[config.mk]
export PLATFORM = sky130hd
export DESIGN_NAME = swb_master
export DESIGN_NICKNAME = d
export VERILOG_FILES = /design/src/rtl/swb_pkg.sv /design/src/rtl/swb_sync.sv /design/src/rtl/swb_engine.sv /design/src/rtl/swb_regs.sv /design/src/rtl/swb_master.sv
export SDC_FILE = /design/constraint.sdc
export NUM_CORES = 1
export LEC_CHECK = 0
export CORE_ASPECT_RATIO = 1.4
export CORE_MARGIN = 1
export CORE_UTILIZATION = 40
export CTS_CLUSTER_DIAMETER = 60
export DETAILED_ROUTE_END_ITERATION = 6
export PLACE_DENSITY = 0.65
export SLEW_MARGIN = 10
export SYNTH_ARGS = -nofsm -noshare
export SYNTH_HDL_FRONTEND = slang
export SYNTH_SLANG_ARGS = --single-unit
[constraint.sdc]
create_clock -name clk -period 6.4 [get_ports clk]
set_input_delay 0.64 -clock clk [delete_from_list [all_inputs] [get_ports clk]]
set_output_delay 0.64 -clock clk [all_outputs]
set_load 0.01 [all_outputs]
[src/rtl/swb_pkg.sv]
package swb_pkg;
  localparam int BYTE_W = 8;

  // control bit positions
  localparam int CB_SINGLE = 7;
  localparam int CB_IEN    = 6;
  localparam int CB_CLKEN  = 5;
  localparam int CB_GO     = 4;
  localparam int CB_PRES   = 3;
  localparam int CB_INIT   = 2;
  localparam int CB_DIR    = 1;

  // interrupt status bit positions
  localparam int IB_TX  = 2;
  localparam int IB_RX  = 1;
  localparam int IB_TMO = 0;

  // writable control bits (presence and bit0 are not stored)
  localparam logic [BYTE_W-1:0] CTRL_WMASK = 8'hF6;

  typedef enum logic [1:0] {OP_NONE, OP_TX, OP_RX, OP_BRK} op_kind_t;
endpackage

[src/rtl/swb_sync.sv]
module swb_sync #(
  parameter int   STAGES  = 2,
  parameter logic RST_VAL = 1'b1
) (
  input  logic clk,
  input  logic rst,
  input  logic d,
  output logic q
);
  logic [STAGES-1:0] sr;

  always_ff @(posedge clk) begin
    if (rst) sr <= {STAGES{RST_VAL}};
    else     sr <= {sr[STAGES-2:0], d};
  end

  assign q = sr[STAGES-1];
endmodule

[src/rtl/swb_engine.sv]
module swb_engine
  import swb_pkg::*;
#(
  parameter int T_BREAK     = 9500,
  parameter int T_PRES      = 9500,
  parameter int T_SLOT      = 9500,
  parameter int T_LOW1      = 1500,
  parameter int T_LOW0      = 5000,
  parameter int T_SAMP      = 3000,
  parameter int SYNC_STAGES = 2
) (
  input  logic              clk,
  input  logic              rst,
  input  logic              clr,
  input  logic              start,
  input  logic              st_brk,
  input  logic              st_dir,
  input  logic              st_single,
  input  logic [BYTE_W-1:0] st_tx,
  input  logic              line_s,
  output logic              busy,
  output logic              done,
  output op_kind_t          done_kind,
  output logic [BYTE_W-1:0] rx_val,
  output logic              pres,
  output logic              drive_low
);
  function automatic int max2(input int a, input int b);
    return (a > b) ? a : b;
  endfunction

  localparam int T_MAX = max2(max2(T_BREAK, T_PRES), max2(T_SLOT, max2(T_LOW0, T_SAMP)));
  localparam int CW    = $clog2(T_MAX + 2);
  localparam int GUARD = SYNC_STAGES + 1;

  localparam logic [CW-1:0] C_BRK_END  = CW'(T_BREAK - 1);
  localparam logic [CW-1:0] C_PRES_END = CW'(T_PRES - 1);
  localparam logic [CW-1:0] C_SLOT_END = CW'(T_SLOT - 1);
  localparam logic [CW-1:0] C_SAMP     = CW'(T_SAMP);
  localparam logic [CW-1:0] C_GUARD    = CW'(GUARD);
  localparam logic [CW-1:0] C_LOW1     = CW'(T_LOW1);
  localparam logic [CW-1:0] C_LOW0     = CW'(T_LOW0);
  localparam logic [2:0]    LAST_IDX   = 3'(BYTE_W - 1);

  typedef enum logic [1:0] {S_IDLE, S_BLOW, S_LISTEN, S_SLOT} st_t;

  st_t               st;
  logic [CW-1:0]     cnt;
  logic [2:0]        bit_i;
  logic [BYTE_W-1:0] tx_sh, rx_sh;
  logic              dir_q, single_q, drv_q, pres_q, done_q;
  op_kind_t          kind_q;

  logic [CW-1:0] cnt_nxt, low_len;
  logic          last_bit;

  assign cnt_nxt  = cnt + 1'b1;
  assign low_len  = (dir_q || tx_sh[0]) ? C_LOW1 : C_LOW0;
  assign last_bit = single_q || (bit_i == LAST_IDX);

  always_ff @(posedge clk) begin
    if (rst || clr) begin
      st       <= S_IDLE;
      cnt      <= '0;
      bit_i    <= '0;
      tx_sh    <= '0;
      rx_sh    <= '0;
      dir_q    <= 1'b0;
      single_q <= 1'b0;
      drv_q    <= 1'b0;
      pres_q   <= 1'b0;
      done_q   <= 1'b0;
      kind_q   <= OP_NONE;
    end else begin
      done_q <= 1'b0;
      case (st)
        S_IDLE: begin
          if (start) begin
            cnt      <= '0;
            bit_i    <= '0;
            drv_q    <= 1'b1;
            dir_q    <= st_dir;
            single_q <= st_single;
            tx_sh    <= st_tx;
            rx_sh    <= '0;
            if (st_brk) begin
              st     <= S_BLOW;
              pres_q <= 1'b0;
            end else begin
              st <= S_SLOT;
            end
          end
        end
        S_BLOW: begin
          cnt <= cnt_nxt;
          if (cnt == C_BRK_END) begin
            st    <= S_LISTEN;
            cnt   <= '0;
            drv_q <= 1'b0;
          end
        end
        S_LISTEN: begin
          cnt <= cnt_nxt;
          // skip the cycles in which the synchroniser still shows our own pulse
          if (cnt >= C_GUARD && !line_s) pres_q <= 1'b1;
          if (cnt == C_PRES_END) begin
            st     <= S_IDLE;
            done_q <= 1'b1;
            kind_q <= OP_BRK;
          end
        end
        S_SLOT: begin
          cnt   <= cnt_nxt;
          drv_q <= (cnt_nxt < low_len);
          if (dir_q && cnt == C_SAMP) rx_sh <= {line_s, rx_sh[BYTE_W-1:1]};
          if (cnt == C_SLOT_END) begin
            if (last_bit) begin
              st     <= S_IDLE;
              done_q <= 1'b1;
              kind_q <= dir_q ? OP_RX : OP_TX;
              drv_q  <= 1'b0;
            end else begin
              cnt   <= '0;
              bit_i <= bit_i + 1'b1;
              tx_sh <= {1'b0, tx_sh[BYTE_W-1:1]};
              drv_q <= 1'b1;
            end
          end
        end
        default: st <= S_IDLE;
      endcase
    end
  end

  assign busy      = (st != S_IDLE) || done_q;
  assign done      = done_q;
  assign done_kind = kind_q;
  assign rx_val    = single_q ? {{(BYTE_W-1){1'b0}}, rx_sh[BYTE_W-1]} : rx_sh;
  assign pres      = pres_q;
  assign drive_low = drv_q;
endmodule

[src/rtl/swb_regs.sv]
module swb_regs
  import swb_pkg::*;
#(
  parameter int                ADDR_W  = 5,
  parameter logic [BYTE_W-1:0] REV     = 8'h21,
  parameter int                RST_CYC = 16
) (
  input  logic              clk,
  input  logic              rst,
  input  logic              sel,
  input  logic              wr,
  input  logic [ADDR_W-1:0] addr,
  input  logic [BYTE_W-1:0] wdata,
  output logic [BYTE_W-1:0] rdata,
  input  logic              eng_busy,
  input  logic              eng_done,
  input  op_kind_t          eng_kind,
  input  logic [BYTE_W-1:0] eng_rx,
  input  logic              eng_pres,
  output logic              start,
  output logic              st_brk,
  output logic              st_dir,
  output logic              st_single,
  output logic [BYTE_W-1:0] st_tx,
  output logic              srst_act,
  output logic              ien,
  output logic              int_any
);
  localparam int SCW = $clog2(RST_CYC + 1);

  localparam logic [ADDR_W-1:0] A_REV   = ADDR_W'(0);
  localparam logic [ADDR_W-1:0] A_TXD   = ADDR_W'(4);
  localparam logic [ADDR_W-1:0] A_RXD   = ADDR_W'(8);
  localparam logic [ADDR_W-1:0] A_CTRL  = ADDR_W'(12);
  localparam logic [ADDR_W-1:0] A_INT   = ADDR_W'(16);
  localparam logic [ADDR_W-1:0] A_SCFG  = ADDR_W'(20);
  localparam logic [ADDR_W-1:0] A_SSTAT = ADDR_W'(24);

  logic [BYTE_W-1:0] ctrl_q, tx_q, rx_q, rdata_q, rd_mux, ctrl_view;
  logic [2:0]        int_q, int_set, int_nxt;
  logic              autoidle_q;
  logic [SCW-1:0]    srst_cnt;

  logic wr_en, rd_en, wr_ctrl, wr_txd, wr_scfg, rd_int;

  assign srst_act = (srst_cnt != '0);
  assign wr_en    = sel && wr && !srst_act;
  assign rd_en    = sel && !wr;
  assign wr_ctrl  = wr_en && (addr == A_CTRL);
  assign wr_txd   = wr_en && (addr == A_TXD);
  assign wr_scfg  = wr_en && (addr == A_SCFG);
  assign rd_int   = rd_en && (addr == A_INT);

  assign start     = wr_ctrl && wdata[CB_GO] && !eng_busy;
  assign st_brk    = wdata[CB_INIT];
  assign st_dir    = wdata[CB_DIR];
  assign st_single = wdata[CB_SINGLE];
  assign st_tx     = tx_q;

  always_comb begin
    int_set = '0;
    if (eng_done) begin
      case (eng_kind)
        OP_TX:   int_set[IB_TX]  = 1'b1;
        OP_RX:   int_set[IB_RX]  = 1'b1;
        OP_BRK:  int_set[IB_TMO] = 1'b1;
        default: int_set = '0;
      endcase
    end
    int_nxt = (rd_int ? 3'b000 : int_q) | int_set;
  end

  always_comb begin
    ctrl_view          = ctrl_q;
    ctrl_view[CB_PRES] = eng_pres;
    case (addr)
      A_REV:   rd_mux = REV;
      A_TXD:   rd_mux = tx_q;
      A_RXD:   rd_mux = rx_q;
      A_CTRL:  rd_mux = ctrl_view;
      A_INT:   rd_mux = {{(BYTE_W-3){1'b0}}, int_q};
      A_SCFG:  rd_mux = {{(BYTE_W-2){1'b0}}, srst_act, autoidle_q};
      A_SSTAT: rd_mux = {{(BYTE_W-1){1'b0}}, !srst_act};
      default: rd_mux = '0;
    endcase
  end

  always_ff @(posedge clk) begin
    if (rst) begin
      ctrl_q     <= '0;
      tx_q       <= '0;
      rx_q       <= '0;
      int_q      <= '0;
      rdata_q    <= '0;
      autoidle_q <= 1'b0;
      srst_cnt   <= '0;
    end else begin
      if (srst_act) srst_cnt <= srst_cnt - 1'b1;
      if (rd_en)    rdata_q  <= rd_mux;
      if (wr_txd)   tx_q     <= wdata;
      if (eng_done && eng_kind == OP_RX) rx_q <= eng_rx;
      int_q <= int_nxt;
      if (wr_ctrl && !eng_busy) begin
        ctrl_q <= wdata & CTRL_WMASK;
      end else if (eng_done) begin
        ctrl_q[CB_GO]   <= 1'b0;
        ctrl_q[CB_INIT] <= 1'b0;
      end
      if (wr_scfg) begin
        autoidle_q <= wdata[0];
        if (wdata[1]) begin
          srst_cnt <= SCW'(RST_CYC);
          ctrl_q   <= '0;
          int_q    <= '0;
          tx_q     <= '0;
          rx_q     <= '0;
        end
      end
    end
  end

  assign rdata   = rdata_q;
  assign ien     = ctrl_q[CB_IEN];
  assign int_any = |int_q;
endmodule

[src/rtl/swb_master.sv]
module swb_master
  import swb_pkg::*;
#(
  parameter int                ADDR_W      = 5,
  parameter logic [BYTE_W-1:0] REV         = 8'h21,
  parameter int                RST_CYC     = 16,
  parameter int                SYNC_STAGES = 2,
  parameter int                T_BREAK     = 9500,
  parameter int                T_PRES      = 9500,
  parameter int                T_SLOT      = 9500,
  parameter int                T_LOW1      = 1500,
  parameter int                T_LOW0      = 5000,
  parameter int                T_SAMP      = 3000
) (
  input  logic              clk,
  input  logic              rst,
  input  logic              bus_sel,
  input  logic              bus_wr,
  input  logic [ADDR_W-1:0] bus_addr,
  input  logic [7:0]        bus_wdata,
  output logic [7:0]        bus_rdata,
  input  logic              line_in,
  output logic              line_drive_low,
  output logic              irq
);
  logic              line_s;
  logic              eng_busy, eng_done, eng_pres;
  op_kind_t          eng_kind;
  logic [BYTE_W-1:0] eng_rx, st_tx;
  logic              start, st_brk, st_dir, st_single;
  logic              srst_act, ien, int_any;
  logic              irq_q;

  swb_sync #(.STAGES(SYNC_STAGES), .RST_VAL(1'b1)) u_sync (
    .clk(clk), .rst(rst), .d(line_in), .q(line_s)
  );

  swb_regs #(.ADDR_W(ADDR_W), .REV(REV), .RST_CYC(RST_CYC)) u_regs (
    .clk(clk), .rst(rst),
    .sel(bus_sel), .wr(bus_wr), .addr(bus_addr), .wdata(bus_wdata), .rdata(bus_rdata),
    .eng_busy(eng_busy), .eng_done(eng_done), .eng_kind(eng_kind),
    .eng_rx(eng_rx), .eng_pres(eng_pres),
    .start(start), .st_brk(st_brk), .st_dir(st_dir), .st_single(st_single), .st_tx(st_tx),
    .srst_act(srst_act), .ien(ien), .int_any(int_any)
  );

  swb_engine #(
    .T_BREAK(T_BREAK), .T_PRES(T_PRES), .T_SLOT(T_SLOT), .T_LOW1(T_LOW1),
    .T_LOW0(T_LOW0), .T_SAMP(T_SAMP), .SYNC_STAGES(SYNC_STAGES)
  ) u_eng (
    .clk(clk), .rst(rst), .clr(srst_act),
    .start(start), .st_brk(st_brk), .st_dir(st_dir), .st_single(st_single), .st_tx(st_tx),
    .line_s(line_s),
    .busy(eng_busy), .done(eng_done), .done_kind(eng_kind), .rx_val(eng_rx),
    .pres(eng_pres), .drive_low(line_drive_low)
  );

  always_ff @(posedge clk) begin
    if (rst) irq_q <= 1'b0;
    else     irq_q <= ien && int_any;
  end

  assign irq = irq_q;
endmodule

Word-level counts from Yosys, hierarchy flattened
Index checks and enable logic that the tools add are counted.

Eq/ne operators: 24. Bitwise operators: 1. $lt $le $gt $ge: 2. Mux-type cells: 69. Add/sub/neg operators: 3. Reduce and logical (&&, ||, !) cells: 38.

Operators with widths (number): two-way mux 8 bit (14); two-way mux 14 bit (4); case mux 14 bit (4 select lines) (1); case mux 8 bit (7 select lines) (1); case mux 8 bit (2 select lines) (2); two-way mux 3 bit (8); two-way mux 2 bit (11); two-way mux 1 bit (18); == test 5 bit, second input constant (3); two-way mux 5 bit (3); adder 14 x 1 -> 14 bit, second input constant (1); == test 14 x 12 -> 1 bit, second input constant (1); == test 14 bit, second input constant (1); >= comparator 14 x 2 -> 1 bit, second input constant (1); logical AND 1 bit (14); less-than comparator 14 bit (1); two-way mux 13 bit (1); != test 2 x 1 -> 1 bit, second input constant (6); AND reduction 4 bit (3); == test 5 x 4 -> 1 bit, second input constant (2); == test 2 bit, second input constant (4); case mux 2 bit (4 select lines) (1); nonzero test 2 bit (4); != test 2 bit, second input constant (3); other kinds (20) (29).

Output and inout port bits: 10. Logic and storage cells: 157. Register bits after elaboration: 86.

Depth between registers and ports, before layout
Word-level depth: 8. Mapped depth: 10. Depth with buffers taken out: 9.

Hierarchy
Synthesis repeated with hierarchy kept, for this count alone.

Cell total of the unflattened synthesis: 527. Area, all modules: 4463.0 µm².

Modules (own cells, without submodules): swb_engine (cells an instance 322, area an instance 2514.9 µm², sequential area each 840.8 µm², times used 1); swb_regs (cells an instance 199, area an instance 1866.8 µm², sequential area each 800.8 µm², times used 1); swb_sync (cells an instance 4, area an instance 52.6 µm², sequential area each 40.0 µm², times used 1); swb_master (cells an instance 2, area an instance 28.8 µm², sequential area each 20.0 µm², times used 1).

Least setup slack after synthesis
Ideal clock, no wire load.

Path kind: input-to-reg. From: in bus_addr[2]. To: reg u_eng.single_q. Stages: 8. Data arrival time: 2.463 ns. Path slack: 3.810 ns. Path buffers: 2. Path through: clkbuf_1 > nor4bb_1 > and2_1 > buf_2 > nand4_1 > or2_2 > mux2i_1 > nor2_1.

Longest elaborated chain between the ends: 5.

RTL lines: start, declared (RTL line swb_master.sv:19) `input logic [ADDR_W-1:0] bus_addr,`; == test 5 x 4 -> 1 bit (RTL line swb_regs.sv:49) `assign wr_ctrl = wr_en && (addr == A_CTRL);`; logical AND 1 bit (RTL line swb_regs.sv:49); logical AND 1 bit (2 in series) (RTL line swb_regs.sv:54) `assign start = wr_ctrl && wdata[CB_GO] && !eng_busy;`; AND reduction 2 bit (no line); end signal, assigned (RTL line swb_engine.sv:83) `single_q <= st_single;`; end, declared (RTL line swb_engine.sv:51) `logic dir_q, single_q, drv_q, pres_q, done_q;`.

Every way passes these cells. A chain may end at the register's enable or synchronous reset.

Final worst setup path
From: in bus_addr[2]. To: reg u_eng.bit_i[0].

Longest elaborated chain between the ends: 6.

RTL lines: == test 5 x 4 -> 1 bit (RTL line swb_regs.sv:49); logical AND 1 bit (RTL line swb_regs.sv:49); logical AND 1 bit (2 in series) (RTL line swb_regs.sv:54); != test 2 bit (no line); AND reduction 4 bit (no line); end signal, assigned (RTL line swb_engine.sv:124) `bit_i <= bit_i + 1'b1;`; end, declared (RTL line swb_engine.sv:49) `logic [2:0] bit_i;`.

Every way passes these cells.

==> out/qor.txt <==
STATUS
--------------------------------------------------------------------------------------------------------
Status                                                                                      complete, but fails checks
Violations in the final reports                                                             design-rule violations

LOGIC SYNTHESIS
--------------------------------------------------------------------------------------------------------
EDFF count, synth                                                                                      0
Post-Synthesis Mean Instance Area                                                               8.51 um2
Distinct cell type count of the synthesized netlist                                                   63
Proportion of netlist area held by the largest area contributor                                    39.9%
Most frequent cells after synthesis                                                         sky130_fd_sc_hd__dfxtp_1, sky130_fd_sc_hd__nor2_1, sky130_fd_sc_hd__a21oi_1, sky130_fd_sc_hd__nand2_1, sky130_fd_sc_hd__clkbuf_1
Instance count of the mapped netlist                                                                 501
Predominant post-synthesis flop cell                                                        sky130_fd_sc_hd__dfxtp_1
Sequential share of the synthesized area                                                           39.9%
Most numerous cell in the Yosys netlist                                                     sky130_fd_sc_hd__dfxtp_1
Yosys warning total                                                                                    0
Post-synth net total                                                                                 534
Yosys reg bits                                                                                        85
Biggest area contributors in the synthesized netlist                                        sky130_fd_sc_hd__dfxtp_1, sky130_fd_sc_hd__nor2_1, sky130_fd_sc_hd__mux2i_1
Cell taking the most area after synthesis                                                   sky130_fd_sc_hd__dfxtp_1
Share of synthesized flip-flops with an asynchronous set or reset                                     0%
Mapped Area                                                                                     4260 um2

STA
--------------------------------------------------------------------------------------------------------
Layout Skew                                                                                      4.76 ps
Number of pins exceeding their max-slew limit in the final report                                      0
Achievable clock frequency                                                                       291 MHz
Final critical-path share of the clock period                                                      53.8%
Unrepaired setup endpoints after global routing                                                    false
Count of final hold-check violations                                                                   0
Relative max-transition margin                                                                     29.1%
Endpoints failing setup                                                                                0
Final critical delay including setup and external delays                                         3440 ps
Final TNS setup                                                                                     0 ps
Worst Tran Pin Value                                                                             1060 ps

FLOORPLAN
--------------------------------------------------------------------------------------------------------
Core region area                                                                               10300 um2
Site row count                                                                                        44
Initial Utilization                                                                                41.2%
Chip Height                                                                                       124 um
Die outline area                                                                               11100 um2
Die W                                                                                            89.2 um
Number of placed I/O pins                                                                             28

PLACEMENT
--------------------------------------------------------------------------------------------------------
Post-DP HPWL                                                                                     7800 um
Final weighted congestion in routability-driven placement                                          0.927
Total instance count after detailed placement                                                        632
Post-Place Cell Area                                                                            4540 um2
PortBufs                                                                                              27

CLOCK TREE
--------------------------------------------------------------------------------------------------------
Post-CTS setup-driven buffer insertion count                                                           0
Insertion delay to the later sink of the worst-skew pair                                          340 ps
Cell chosen for the clock root                                                              sky130_fd_sc_hd__clkbuf_16
Post-cts repair resize count                                                                           0
Clock tree from TritonCTS                                                                            yes
# clock sinks                                                                                         85
H-tree lvl count                                                                                       3
Total CTS buffers                                                                                      9
Number of buffers added to fix hold violations after cts                                               0
Post-CTS clock slew at the launch and capture registers of the worst setup and hold paths          60 ps
Buffer levels on the longest clock path                                                                2

FLOW RUN
--------------------------------------------------------------------------------------------------------
Number of max-cap violations                                                                           0

CELLS AND AREA
--------------------------------------------------------------------------------------------------------
Net count of the finished layout                                                                     538
Fill cells                                                                                          1081
Final standard cell area without fillers                                                        4840 um2
P&R area growth vs syn                                                                             13.5%
Final cell count without fillers                                                                     648
# diodes                                                                                               0
Fraction of layout cells with a size suffix above 1                                                5.88%

ROUTE
--------------------------------------------------------------------------------------------------------
Number of design-rule violations left by the first detailed-router iteration                         313
Antenna Violating Nets Remaining                                                                       0
Total number of vias                                                                                3678
Detail-routed via count per cell                                                                    5.68
DRC violation count after routing                                                                      1
Routed wire length                                                                              10600 um
Iteration count of the initial detailed-routing pass                                                   7
Per-cell routed wire length                                                                      16.3 um

CRITICAL PATH
--------------------------------------------------------------------------------------------------------
RR Startpoint                                                                               u_regs.srst_cnt[0]
Largest fanout of any net on the critical path                                                        12
Startpoint Class                                                                            primary input
Endpoint required time on the critical path                                                      6670 ps
Kind of end point of the critical path                                                          register
Worst setup path category                                                                      in -> reg
Worst Path Arrival                                                                               3710 ps
Crit path from                                                                               bus_addr[2]

WORST HOLD PATH
--------------------------------------------------------------------------------------------------------
Hold path startpoint                                                                        u_sync.sr[0]
Hold WC Path Type                                                                             reg -> reg

POWER AND IR DROP
--------------------------------------------------------------------------------------------------------
Combinational fraction of design power                                                             15.5%
Total power divided by cell area                                                              265 nW/um2
Net Sw Frac                                                                                        27.3%
Max IR drop VDD                                                                                 0.184 mV
Sw Pwr                                                                                          0.349 mW
Leak Pwr                                                                                         1.66 nW
Sequential group share of total power                                                              43.7%
Proportion of power drawn by the clock network                                                     40.8%
Internal power of the cells                                                                     0.931 mW

GLOBAL ROUTE
--------------------------------------------------------------------------------------------------------
Largest net degree at the start of global routing                                                     34
Wire length of the first global-routing pass                                                    17400 um
GRT Residual Overflow                                                                                  0
Global Route Usage Sum                                                                             20.9%
Via count of the first global-routing pass                                                          3477
Number of antenna violations at the first check in global routing                                      0

-- state kept, by name, summed over array words and instances (netlist names), 2 cells and up --
register / flops
u_eng.cnt: 14
u_eng.rx_sh: 8
u_eng.tx_sh: 8
u_regs.rdata: 8
u_regs.rx_q: 8
u_regs.st_tx: 8
u_regs.ctrl_q: 7
u_regs.srst_cnt: 5
u_eng.bit_i: 3
u_regs.int_q: 3
u_eng.done_kind: 2
u_eng.st: 2
u_sync.sr: 2
-- cells by family after synthesis --
logic type / count (synthesis) / synth area share [%]
mux: 25 / 5.87
xor+xnor: 12 / 2.47
simple gates: 201 / 23.6
buf+inv: 51 / 5.58
fa+ha+maj: 16 / 4.64
flops: 85 / 39.9
compound gates: 111 / 17.9
-- power groups by stage --
stage                     sequential (mW)  combinational (mW)  clock (mW)
final                               0.560               0.198       0.522
after global routing                0.563               0.218       0.559
after CTS                           0.560               0.198       0.531
after detailed placement            0.572               0.198           0
after global placement              0.571               0.194           0
after floorplan                     0.567               0.141           0
-- final cells by class --
cell class | instances | area [um2] | share of cell area (%)
multi-input cells | 365 | 2330 | 48.1
repair buffers | 29 | 285 | 5.90
flip-flops and latches | 85 | 1700 | 35.2
well taps | 138 | 173 | 3.57
clock inverters | 4 | 47.5 | 0.983
clock buffers | 12 | 246 | 5.09
inverters | 15 | 56.3 | 1.16
-- worst max-delay path, stage by stage --
cell,delay (ps)
sky130_fd_sc_hd__clkdlybuf4s50_1,660
sky130_fd_sc_hd__nor4bb_1,440
sky130_fd_sc_hd__a41oi_1,460
sky130_fd_sc_hd__nor2_1,730
sky130_fd_sc_hd__nand2_1,240
sky130_fd_sc_hd__or3_1,370
sky130_fd_sc_hd__a21oi_1,160
-- metrics by stage --
| stage | total power, mW | util (%) | setup slack, ps | hold slack, ps |
|---|---|---|---|---|
| 6_report | 1.28 | 46.7 | 2960 | 412 |
| 3_5_place_dp | 0.770 | 43.9 | 2710 | 400 |
| 3_3_place_gp | 0.765 | 43.9 | 2840 | 397 |
| 4_1_cts | 1.29 | 46.7 | 3020 | 414 |
| 2_1_floorplan | 0.708 | - | 3810 | 389 |
| 5_1_grt | 1.34 | 46.7 | 2720 | 441 |
-- final timing paths --
kind,to,slack (ps),cells past startpoint
max reg2reg,u_eng.bit_i[0],3430,8
min reg2reg,u_sync.sr[1],410,1
max,u_eng.bit_i[0],2960,7
min,u_sync.sr[1],410,1
-- placed cells by master, fill, tap and decap left out, drive strengths merged, types with 4 or more instances in the layout --
cell type and n:
inv 15, a31oi 4, a21oi 34, nand2b 5, xnor2 9, mux2i 25
or2 6, nor2 74, nor2b 4, nand3 17, ha 15, nand2 34
a222oi 5, clkdlybuf4s50 27, o31ai 6, nor3 9, and3 7, nor3b 10
nand4 15, o21ai 19, a211oi 9, o211ai 4, a2bb2oi 7, and2 6
clkbuf 12, a22oi 6, dfxtp 85
-- per-layer routing --
layer  global-route usage [%]  part of all wire [%]  up-vias
met5                        0                     0        -
met3                     4.64                   3.8       29
li1                         -                     -     1804
met2                     35.5                    50       99
met4                     12.2                   4.2        0
met1                     23.8                    42     1746
Note: power is estimated with default switching activity, not from simulation.
